## src/rtl/usb_ep_irq_flags.sv

```systemverilog
module usb_ep_irq_flags #(
  parameter int EP2_BUFS = 2
) (
  input  logic                clk,
  input  logic                rst_n,
  input  logic                ev_setup_ack,
  input  logic                ev_out_ack,
  input  logic                ev_in_token,
  input  logic                ev_in_ack,
  input  logic                ep0_tx_valid,
  input  logic [EP2_BUFS-1:0] ep2_buf_full,
  input  logic                ep2_dma_done,
  input  logic                wr_en,
  input  logic                wr_addr,
  input  logic [4:0]          wr_data,
  input  logic                rd_addr,
  output logic [4:0]          rd_data,
  output logic                in_nak,
  output logic                in_send,
  output logic                irq,
  output logic                dma_irq
);
  localparam int FLAGW = 5;
  localparam int E0W   = FLAGW - 1;

  logic [E0W-1:0]   ep0_f;
  logic [FLAGW-1:0] ien;
  logic             dma_req;
  logic             ep2_empty;
  logic             st_wr, en_wr;
  logic [E0W-1:0]   ep0_set, ep0_clr;
  logic [FLAGW-1:0] status;

  assign st_wr     = wr_en & ~wr_addr;
  assign en_wr     = wr_en &  wr_addr;
  assign ep2_empty = ~&ep2_buf_full;
  assign in_nak    = ev_in_token & ~ep0_tx_valid;
  assign in_send   = ev_in_token &  ep0_tx_valid;

  assign ep0_set = {ev_setup_ack, ev_out_ack, in_nak, ev_in_ack};
  assign ep0_clr = st_wr ? ~wr_data[E0W-1:0] : '0;

  always_ff @(posedge clk) begin
    if (!rst_n) begin
      ep0_f   <= '0;
      ien     <= '0;
      dma_req <= 1'b0;
    end else begin
      ep0_f   <= (ep0_f & ~ep0_clr) | ep0_set;
      dma_req <= ep2_dma_done | (dma_req & ~(st_wr & ~wr_data[E0W]));
      if (en_wr) ien <= wr_data;
    end
  end

  assign status  = {ep2_empty, ep0_f};
  assign irq     = |(status & ien);
  assign dma_irq = dma_req;
  assign rd_data = rd_addr ? ien : status;

  AST_SETUP_SET: assert property (@(posedge clk) disable iff (!rst_n)
    ev_setup_ack |=> status[3]);
  AST_OUT_SET: assert property (@(posedge clk) disable iff (!rst_n)
    ev_out_ack |=> status[2]);
  AST_NAK_FLAG: assert property (@(posedge clk) disable iff (!rst_n)
    (ev_in_token && !ep0_tx_valid) |=> status[1]);
  AST_INACK_SET: assert property (@(posedge clk) disable iff (!rst_n)
    ev_in_ack |=> status[0]);
  AST_W1_HOLD: assert property (@(posedge clk) disable iff (!rst_n)
    (st_wr && (&wr_data[3:0]) && !ev_setup_ack && !ev_out_ack
     && !ev_in_token && !ev_in_ack) |=> $stable(status[3:0]));
  AST_DMA_CLR: assert property (@(posedge clk) disable iff (!rst_n)
    (st_wr && !wr_data[4] && !ep2_dma_done) |=> !dma_irq);
  AST_DMA_WIN: assert property (@(posedge clk) disable iff (!rst_n)
    ep2_dma_done |=> dma_irq);
  AST_IRQ_QUIET: assert property (@(posedge clk) disable iff (!rst_n)
    (rd_addr && rd_data == '0) |-> !irq);
endmodule

```

## config.mk

```make
export PLATFORM = sky130hd
export DESIGN_NAME = usb_ep_irq_flags
export DESIGN_NICKNAME = d
export VERILOG_FILES = /design/src/rtl/usb_ep_irq_flags.sv
export SDC_FILE = /design/constraint.sdc
export NUM_CORES = 1
export LEC_CHECK = 0
export BUFFER_PORTS_ARGS = -buffer_cell sky130_fd_sc_hd__buf_2
export CAP_MARGIN = 20
export CORE_AREA = 2 2 39 41
export DETAILED_ROUTE_END_ITERATION = 12
export DIE_AREA = 0 0 41 43
export GPL_TIMING_DRIVEN = 0
export HOLD_SLACK_MARGIN = 0.05
export PLACE_DENSITY = 0.67
export SLEW_MARGIN = 20
export SYNTH_ARGS = -nofsm -noshare
export SYNTH_HDL_FRONTEND = slang
export SYNTH_SLANG_ARGS = --single-unit
```

## constraint.sdc

```tcl
create_clock -name clk -period 0.8 [get_ports clk]
set_input_delay 0.12 -clock clk [delete_from_list [all_inputs] [get_ports clk]]
set_output_delay 0.12 -clock clk [all_outputs]
set_load 0.05 [all_outputs]
```

-- Word-level counts from Yosys, hierarchy flattened
Index checks and enable logic that the tools add are counted.
Widths: inputs -> output; s select.
- flip-flop bits (word level): 10
- input port bits: 18
- output and inout port bits: 9
- word-level logic and storage cells: 24
- multiplexer cells: 2
- bitwise logic cells: 16
- reduce and logical (&&, ||, !) cells: 3
- operator list (kind ; number):
    $not 4->4 ; 2
    $and 1x1->1 ; 6
    $and 5x5->5 ; 1
    $mux 5 ; 1
    $reduce_or 5->1 ; 1
    $and 4x4->4 ; 1
    $mux 4 ; 1
    $not 1->1 ; 4
    $or 4x4->4 ; 1
    $reduce_and 2->1 ; 1
    $logic_not 1->1 ; 1
    $or 1x1->1 ; 1

-- Depth between registers and ports, before layout
Gate-level depths: netlist of run 1.
- depth after elaboration: 6
- depth in mapped cells: 3
- mapped depth without buffers: 3

-- Least setup slack after synthesis of run 1
Ideal clock, no wire load.
- path type: register to output
- start: register ep0_f[3]
- end: output port irq
- data arrival time: 0.879 ns
- required time: 0.680 ns
- setup slack: -0.199 ns
- cell stages (with the launch flop): 3
- path buffers: 0
- cells stage by stage: dfxtp_1 a22oi_1 nand3_1
- longest elaborated chain between the ends: 2
- ends and longest elaborated chain (item ; RTL line ; text):
    start: declaration ; 26 ; logic [E0W-1:0] ep0_f;
    start signal: assignment ; 49 ; ep0_f <= (ep0_f & ~ep0_clr) | ep0_set;
    $and 5x5->5 ; 56 ; assign irq = |(status & ien);
    $reduce_or 5->1 ; 56 ;
    end: declaration ; 20 ; output logic irq,
No other way between the ends.

-- Worst setup path in the final report of run 1
- start: register ien[3]
- end: output port irq
- longest elaborated chain between the ends: 2
- ends and longest elaborated chain (item ; RTL line ; text):
    start: declaration ; 27 ; logic [FLAGW-1:0] ien;
    start signal: assignment ; 51 ; if (en_wr) ien <= wr_data;
    $and 5x5->5 ; 56 ;
    $reduce_or 5->1 ; 56 ;
No other way between the ends.

==> impl_results.md, run 1 <==
- Reg2Reg Setup Slack: 130 ps
- Synth Net Count: 72
- Worst VDD drop: ~0.00094 V
- Initial antenna violation count: 0
- CTS tree: yes
- Core area: between 1000 and 1500 µm²
- Root buffer cell: clkbuf_4
- Critical Path Sink Type: output port
- Crit path DAT: 1040 ps
- Skew final: 0 ps
- Post-Syn Area: between 400 and 500 µm²
- Number of clock sinks: 10
- Seq/Total Area, Yosys: 42.2%
- Flops & latches, synth: 10
- P per Cell Area: 1850 nW/µm²
- Worst r2r path cells: 2
- Post-synthesis cell count: 54
- Worst hold slack: 117 ps
- Initial drt markers: 6
- Slowest cell on crit path: dfxtp_2
- Area Overhead vs Synth: 57.3%
- RR Startpoint: ep0_f[2]
- Initial Util: 34.3%
- Via Count: ~480
- Fmax: 863 MHz
- Die area: 1760 µm²
- Final WS setup: -358 ps
- Routability cong.: 0.792
- CP Buf/Inv Count: 1
- Critical Path End: irq
- Final setup viols: 7
- Startpoint Class: flip-flop
- Synth top area share: between 40% and 50%
- Violated checks: setup timing
- Hold_buf cts: 0
- CTS Buffer Depth: 2
- PortBufs: 26
- Post-Route WL: 1140 µm
- Status: finished with violations
- Cells along the critical path: a22oi_2, nand3_2, buf_6
- CP max FO: 3
- DRC: 0
- Slew @ Worst Pin: 247 ps
- Die span in y: 43 µm
- Max Cap Viol: 0
- Yosys warning count: 0
- Area after DPL: about 630 µm²
- Fin crit period: 1160 ps
- Unrepaired setup endpoints after global routing: yes
- Synth cell types: 13
- First-pass GRT wire length: ~1700 µm
- CP top delay family: flip-flops
- Area leader, netlist: dfxtp_1
- Leak Pwr: 0.339 nW
- # IOs: 27
- Setup crit start: ien[3]
- Area contributors post-synth: dfxtp_1 (42%), mux2_2 (12%), a21boi_0 (7.9%)
- Final max-slew violation count: 0
- Vias/cell: 4.76
- DP Wirelength: 825 µm
- R2R Path End: ep0_f[2]
- Row Count: 14
- Vias in the first global route: roughly 390
- Final Instance Area: 746 µm²
- Final hold viol count: 0
- Diodes inserted: 0
- Worst-path clk slew: 70 ps
- Final period utilization: 145%
- CP Class: reg -> out
- Total chip power: between 1 and 1.5 mW
- Slew headroom: roughly 84%
- DRT Pass-1 Iters: 4
- Max incr delay on CP: between 300 and 400 ps
- Postcts setup bufs: 0
- Share of cells above drive strength 1: 60.7%
- Overflow after GRT: 0
- CP required: 680 ps
- Die width: 41 µm
- Worst-Skew Late Latency: 260 ps
- NumNets Final: 103
- Tot GR Track Use: 14.9%
- Routed wire per std cell: 11.4 µm
- Hold path start: wr_data[0]
- ANT nets after route: 0
- Hold/Removal Path Class: in -> reg
- Syn Area/Cell: about 8.8 µm²
- Critical Path Stages: 3
- Pin count of the biggest net entering global routing: 11
- Number of buffers created by CTS: 3
- H-tree depth: 1
per-stage QoR:
step	utilization (%)	std cells	TNS [ps]	setup slack, ps
after floorplan	-	54	-97.8	-97.8
after global placement	45.6	96	-780	-154
after detailed placement	45.6	96	-849	-158
after CTS	53.4	100	-2160	-372
after global routing	53.9	100	-2370	-430
final	53.9	100	-2110	-358
worst min path at each step:
stage / end / slack [ps] / depth (start not counted)
2_1_floorplan: ep0_f[1] / 250 / 2
3_3_place_gp: ep0_f[1] / 380 / 3
3_5_place_dp: ep0_f[1] / 390 / 3
4_1_cts: ep0_f[1] / 110 / 3
5_1_grt: dma_irq / 120 / 3
6_report: ien[0] / 120 / 3
power breakdown:
| part | internal (mW) | switching, mW |
|---|---|---|
| clock network | 0.276 | 0.183 |
| registers | 0.535 | 0.0265 |
| logic | 0.151 | 0.209 |
synth_stat cells (all sizes together):
cell type / count
a22oi: 2
dfxtp: 10
nor3b: 1
o21ai: 5
nor2: 5
a21boi: 5
nor2b: 1
and2: 1
mux2: 5
and2b: 1
nand2: 8
nand3: 6
a21oi: 4
kinds of logic after synthesis:
group,after synthesis,synth area share [%]
compound gates,16,20.6
simple gates,23,25.3
mux,5,11.9
flops,10,42.2
layout make-up:
| cell class | instances | area (µm²) |
|---|---|---|
| clock buffers | 4 | 36.3 |
| fillers | 128 | 638 |
| multi-input cells | 44 | 293 |
| flip-flops and latches | 10 | 213 |
| well taps | 16 | 20.0 |
| repair buffers | 26 | 184 |
layer usage:
metal / track usage [%] / part of all wire [%]
met1: 18.6 / 44
met2: 21.6 / 50
met3: 2.09 / 5.1
met4: 12.0 / 1.3
met5: 0 / 0
cell usage in the layout (no fill, tap or decap):
master | Yosys | layout
a21boi_0 | 5 | 5
a21oi_1 | 4 | 4
a22oi_2 | 0 | 2
and2_1 | 1 | 1
and2b_2 | 1 | 1
buf_2 | 0 | 18
buf_4 | 0 | 1
buf_6 | 0 | 5
buf_8 | 0 | 2
clkbuf_4 | 0 | 3
clkbuf_8 | 0 | 1
dfxtp_2 | 0 | 10
mux2_2 | 5 | 4
mux2_4 | 0 | 1
nand2_1 | 8 | 8
nand3_1 | 6 | 5
nand3_2 | 0 | 1
nor2_1 | 5 | 5
nor2b_4 | 1 | 1
nor3b_2 | 1 | 1
o21ai_0 | 5 | 5
tightest hold or removal path: stages:
cell and delay [ps]:
buf_2 110, nand3_1 50, a21boi_0 60
what timing repair did:
item / in CTS / in global routing
pin swaps: 3 / 0
hold endpoints to repair: 0 / 0
gates resized for setup: 26 / 3
setup endpoints to repair: 8 / 7
flip-flops by register name, summed over array words and instances, names as in the netlist:
signal / cells
ien: 5
dma_irq: 1
ep0_f: 4
Note: power is estimated with default switching activity, not from simulation.
==> run 2: changes to the inputs <==
--- a/config.mk
+++ b/config.mk
@@ -5,6 +5,7 @@
 export SDC_FILE = /design/constraint.sdc
 export NUM_CORES = 1
 export LEC_CHECK = 0
+export ABC_AREA = 1
 export BUFFER_PORTS_ARGS = -buffer_cell sky130_fd_sc_hd__buf_2
 export CAP_MARGIN = 20
 export CORE_AREA = 2 2 39 41
@@ -12,7 +13,7 @@
 export DIE_AREA = 0 0 41 43
 export GPL_TIMING_DRIVEN = 0
 export HOLD_SLACK_MARGIN = 0.05
-export PLACE_DENSITY = 0.67
+export PLACE_DENSITY = 0.69
 export SLEW_MARGIN = 20
 export SYNTH_ARGS = -nofsm -noshare
 export SYNTH_HDL_FRONTEND = slang
==> constraint.sdc (replaced) <==
create_clock -name clk -period 1.37 [get_ports clk]
set_input_delay 0.2055 -clock clk [delete_from_list [all_inputs] [get_ports clk]]
set_output_delay 0.2055 -clock clk [all_outputs]
set_load 0.01 [all_outputs]
==> impl_results.md, run 2 <==
- Diodes inserted: 0
- NumNets Final: 130
- Post-Route WL: 1030 µm
- Die width: 41 µm
- Tot GR Track Use: 13.9%
- Syn Area/Cell: 6.13 µm²
- Root buffer cell: clkbuf_4
- Die span in y: roughly 43 µm
- CTS Buffer Depth: 2
- Crit path DAT: 1040 ps
- Routed wire per std cell: slightly above 8 µm
- Die area: between 1500 and 2000 µm²
- Max Cap Viol: 0
- Number of clock sinks: 10
- Final max-slew violation count: 0
- Flops & latches, synth: 10
- Ranking of synthesized cells by instance count: nand2_1 (24), inv_1 (15), nor2_1 (11), dfxtp_1 (10)
- Initial Util: 35.9%
- Worst-Skew Late Latency: 270 ps
- Initial antenna violation count: 0
- CTS resizes: 0
- Post-synthesis cell count: 81
- Overflow after GRT: 0
- CP Class: reg -> out
- Worst hold slack: 168 ps
- Dpl ws: roughly 370 ps
- Hold/Removal Path Class: in -> reg
- Most frequent cells in the layout: buf_2 (26), nand2_1 (24), inv_1 (15), nor2_1 (11), dfxtp_1 (10)
- Hold_buf cts: 0
- Routability cong.: 0.749
- Final hold viol count: 0
- Non-filler cells, final: 126
- Worst VDD drop: between 0.0006 and 0.0007 V
- Skew final: 0 ps
- DRC: 0
- Yosys warning count: 0
- CTS tree: yes
- Share of cells above drive strength 1: 28.2%
- DRT Pass-1 Iters: 4
- CP Buf/Inv Count: 1
- P per Cell Area: 973 nW/µm²
- Most common cell after layout, fill and taps aside: buf_2
- Unrepaired setup endpoints after global routing: no
- Largest register by flop count: ien
- Area leader, netlist: dfxtp_1
- Synth top area share: around two fifths
- Post-synth ARST share: 0%
- CP top delay family: flip-flops
- Largest register FFs: 5
- Area Overhead vs Synth: 34.8%
- Synth Net Count: 99
- Post-Syn Area: 497 µm²
- Leak Pwr: 0.404 nW
- Fmax: 804 MHz
- Via Count: 542
- Final Util: 48.4%
- Vias/cell: 4.30
- Top cell by count, worst path: nand2_1
- Cells along the critical path: nand2_1, nand2_1, a21oi_1, nand3_1, buf_2
- Fin crit period: 1240 ps
- Critical Path Sink Type: output port
- PortBufs: 26
- Final setup viols: 0
- First-pass GRT wire length: 1640 µm
- Vias in the first global route: about 430
- Setup_tns: 0 ps
- # IOs: 27
- Core area: 1380 µm²
- Placed Cells: 123
- Number of flops mapped to enable cells by yosys: 0
- Final period utilization: 90.8%
- Seq/Total Area, Yosys: 40.3%
- Number of buffers created by CTS: 3
- ANT nets after route: 0
- CP max FO: 3
- Area contributors post-synth: dfxtp_1 (40%), nand2_1 (18%), inv_1 (11%)
- Row Count: 14
- Slew headroom: 89.7%
- Postcts setup bufs: 0
- CP required: 1160 ps
- Primary FF master, synth: dfxtp_1
- DP Wirelength: 847 µm
- Status: finished clean
- Synth cell types: 11
- Startpoint Class: flip-flop
- H-tree depth: 1
- Final WS setup: 126 ps
- Max incr delay on CP: 330 ps
- Slew @ Worst Pin: between 150 and 200 ps
- Most common cell in the netlist: nand2_1
- Initial drt markers: 9
- Pin count of the biggest net entering global routing: 7
- Worst-path clk slew: around 60 ps
- Slowest cell on crit path: dfxtp_1
==> run 2: cell families after synthesis <==
| logic type | after synthesis | share of synthesized area, % |
|---|---|---|
| AOI/OAI and AO/OA | 12 | 12.3 |
| buffers and inverters | 16 | 12.3 |
| DFF | 10 | 40.3 |
| and+or+nand+nor | 43 | 35.0 |
==> run 2: layout make-up <==
cell class / instances / area [µm²]
well taps: 16 / 20.0
multi-input cells: 55 / 235
fillers: 156 / 714
inverters: 16 / 61.3
repair buffers: 26 / 130
flip-flops and latches: 10 / 200
clock buffers: 3 / 22.5
==> run 2: worst min-delay path, cell delays in order <==
cell and delay [ps]:
buf_2 90, inv_1 40, a21oi_1 50
==> run 2: report_power, final <==
group          leakage, nW  total, mW  internal [mW]  switching [mW]
clock network       0.0138      0.199          0.101          0.0974
registers           0.0831      0.326          0.311          0.0148
logic                0.308      0.127         0.0581          0.0684
total                0.404      0.651          0.471           0.181
==> run 2: worst paths after layout <==
| kind | cells after the start | end | start | slack [ps] |
|---|---|---|---|---|
| setup / recovery | 5 | irq | ep0_f[3] | 130 |
| hold / removal | 3 | ep0_f[2] | ev_out_ack | 170 |
| setup reg to reg | 2 | ep0_f[1] | ep0_f[1] | 770 |
| hold reg to reg | 2 | dma_irq | dma_irq | 470 |
==> run 2: routing by layer <==
metal,track usage [%],vias to the layer above,routed length (µm)
li1,-,307,-
met4,6.00,0,19
met2,20.6,19,437
met5,0,-,0
met3,4.71,2,85
met1,17.7,214,483
==> run 2: stage by stage <==
stage                     area (µm²)  power, mW
after CTS                        669      0.657
after floorplan                  497      0.398
final                            669      0.651
after detailed placement         647      0.460
after global routing             669      0.696
after global placement           647      0.457
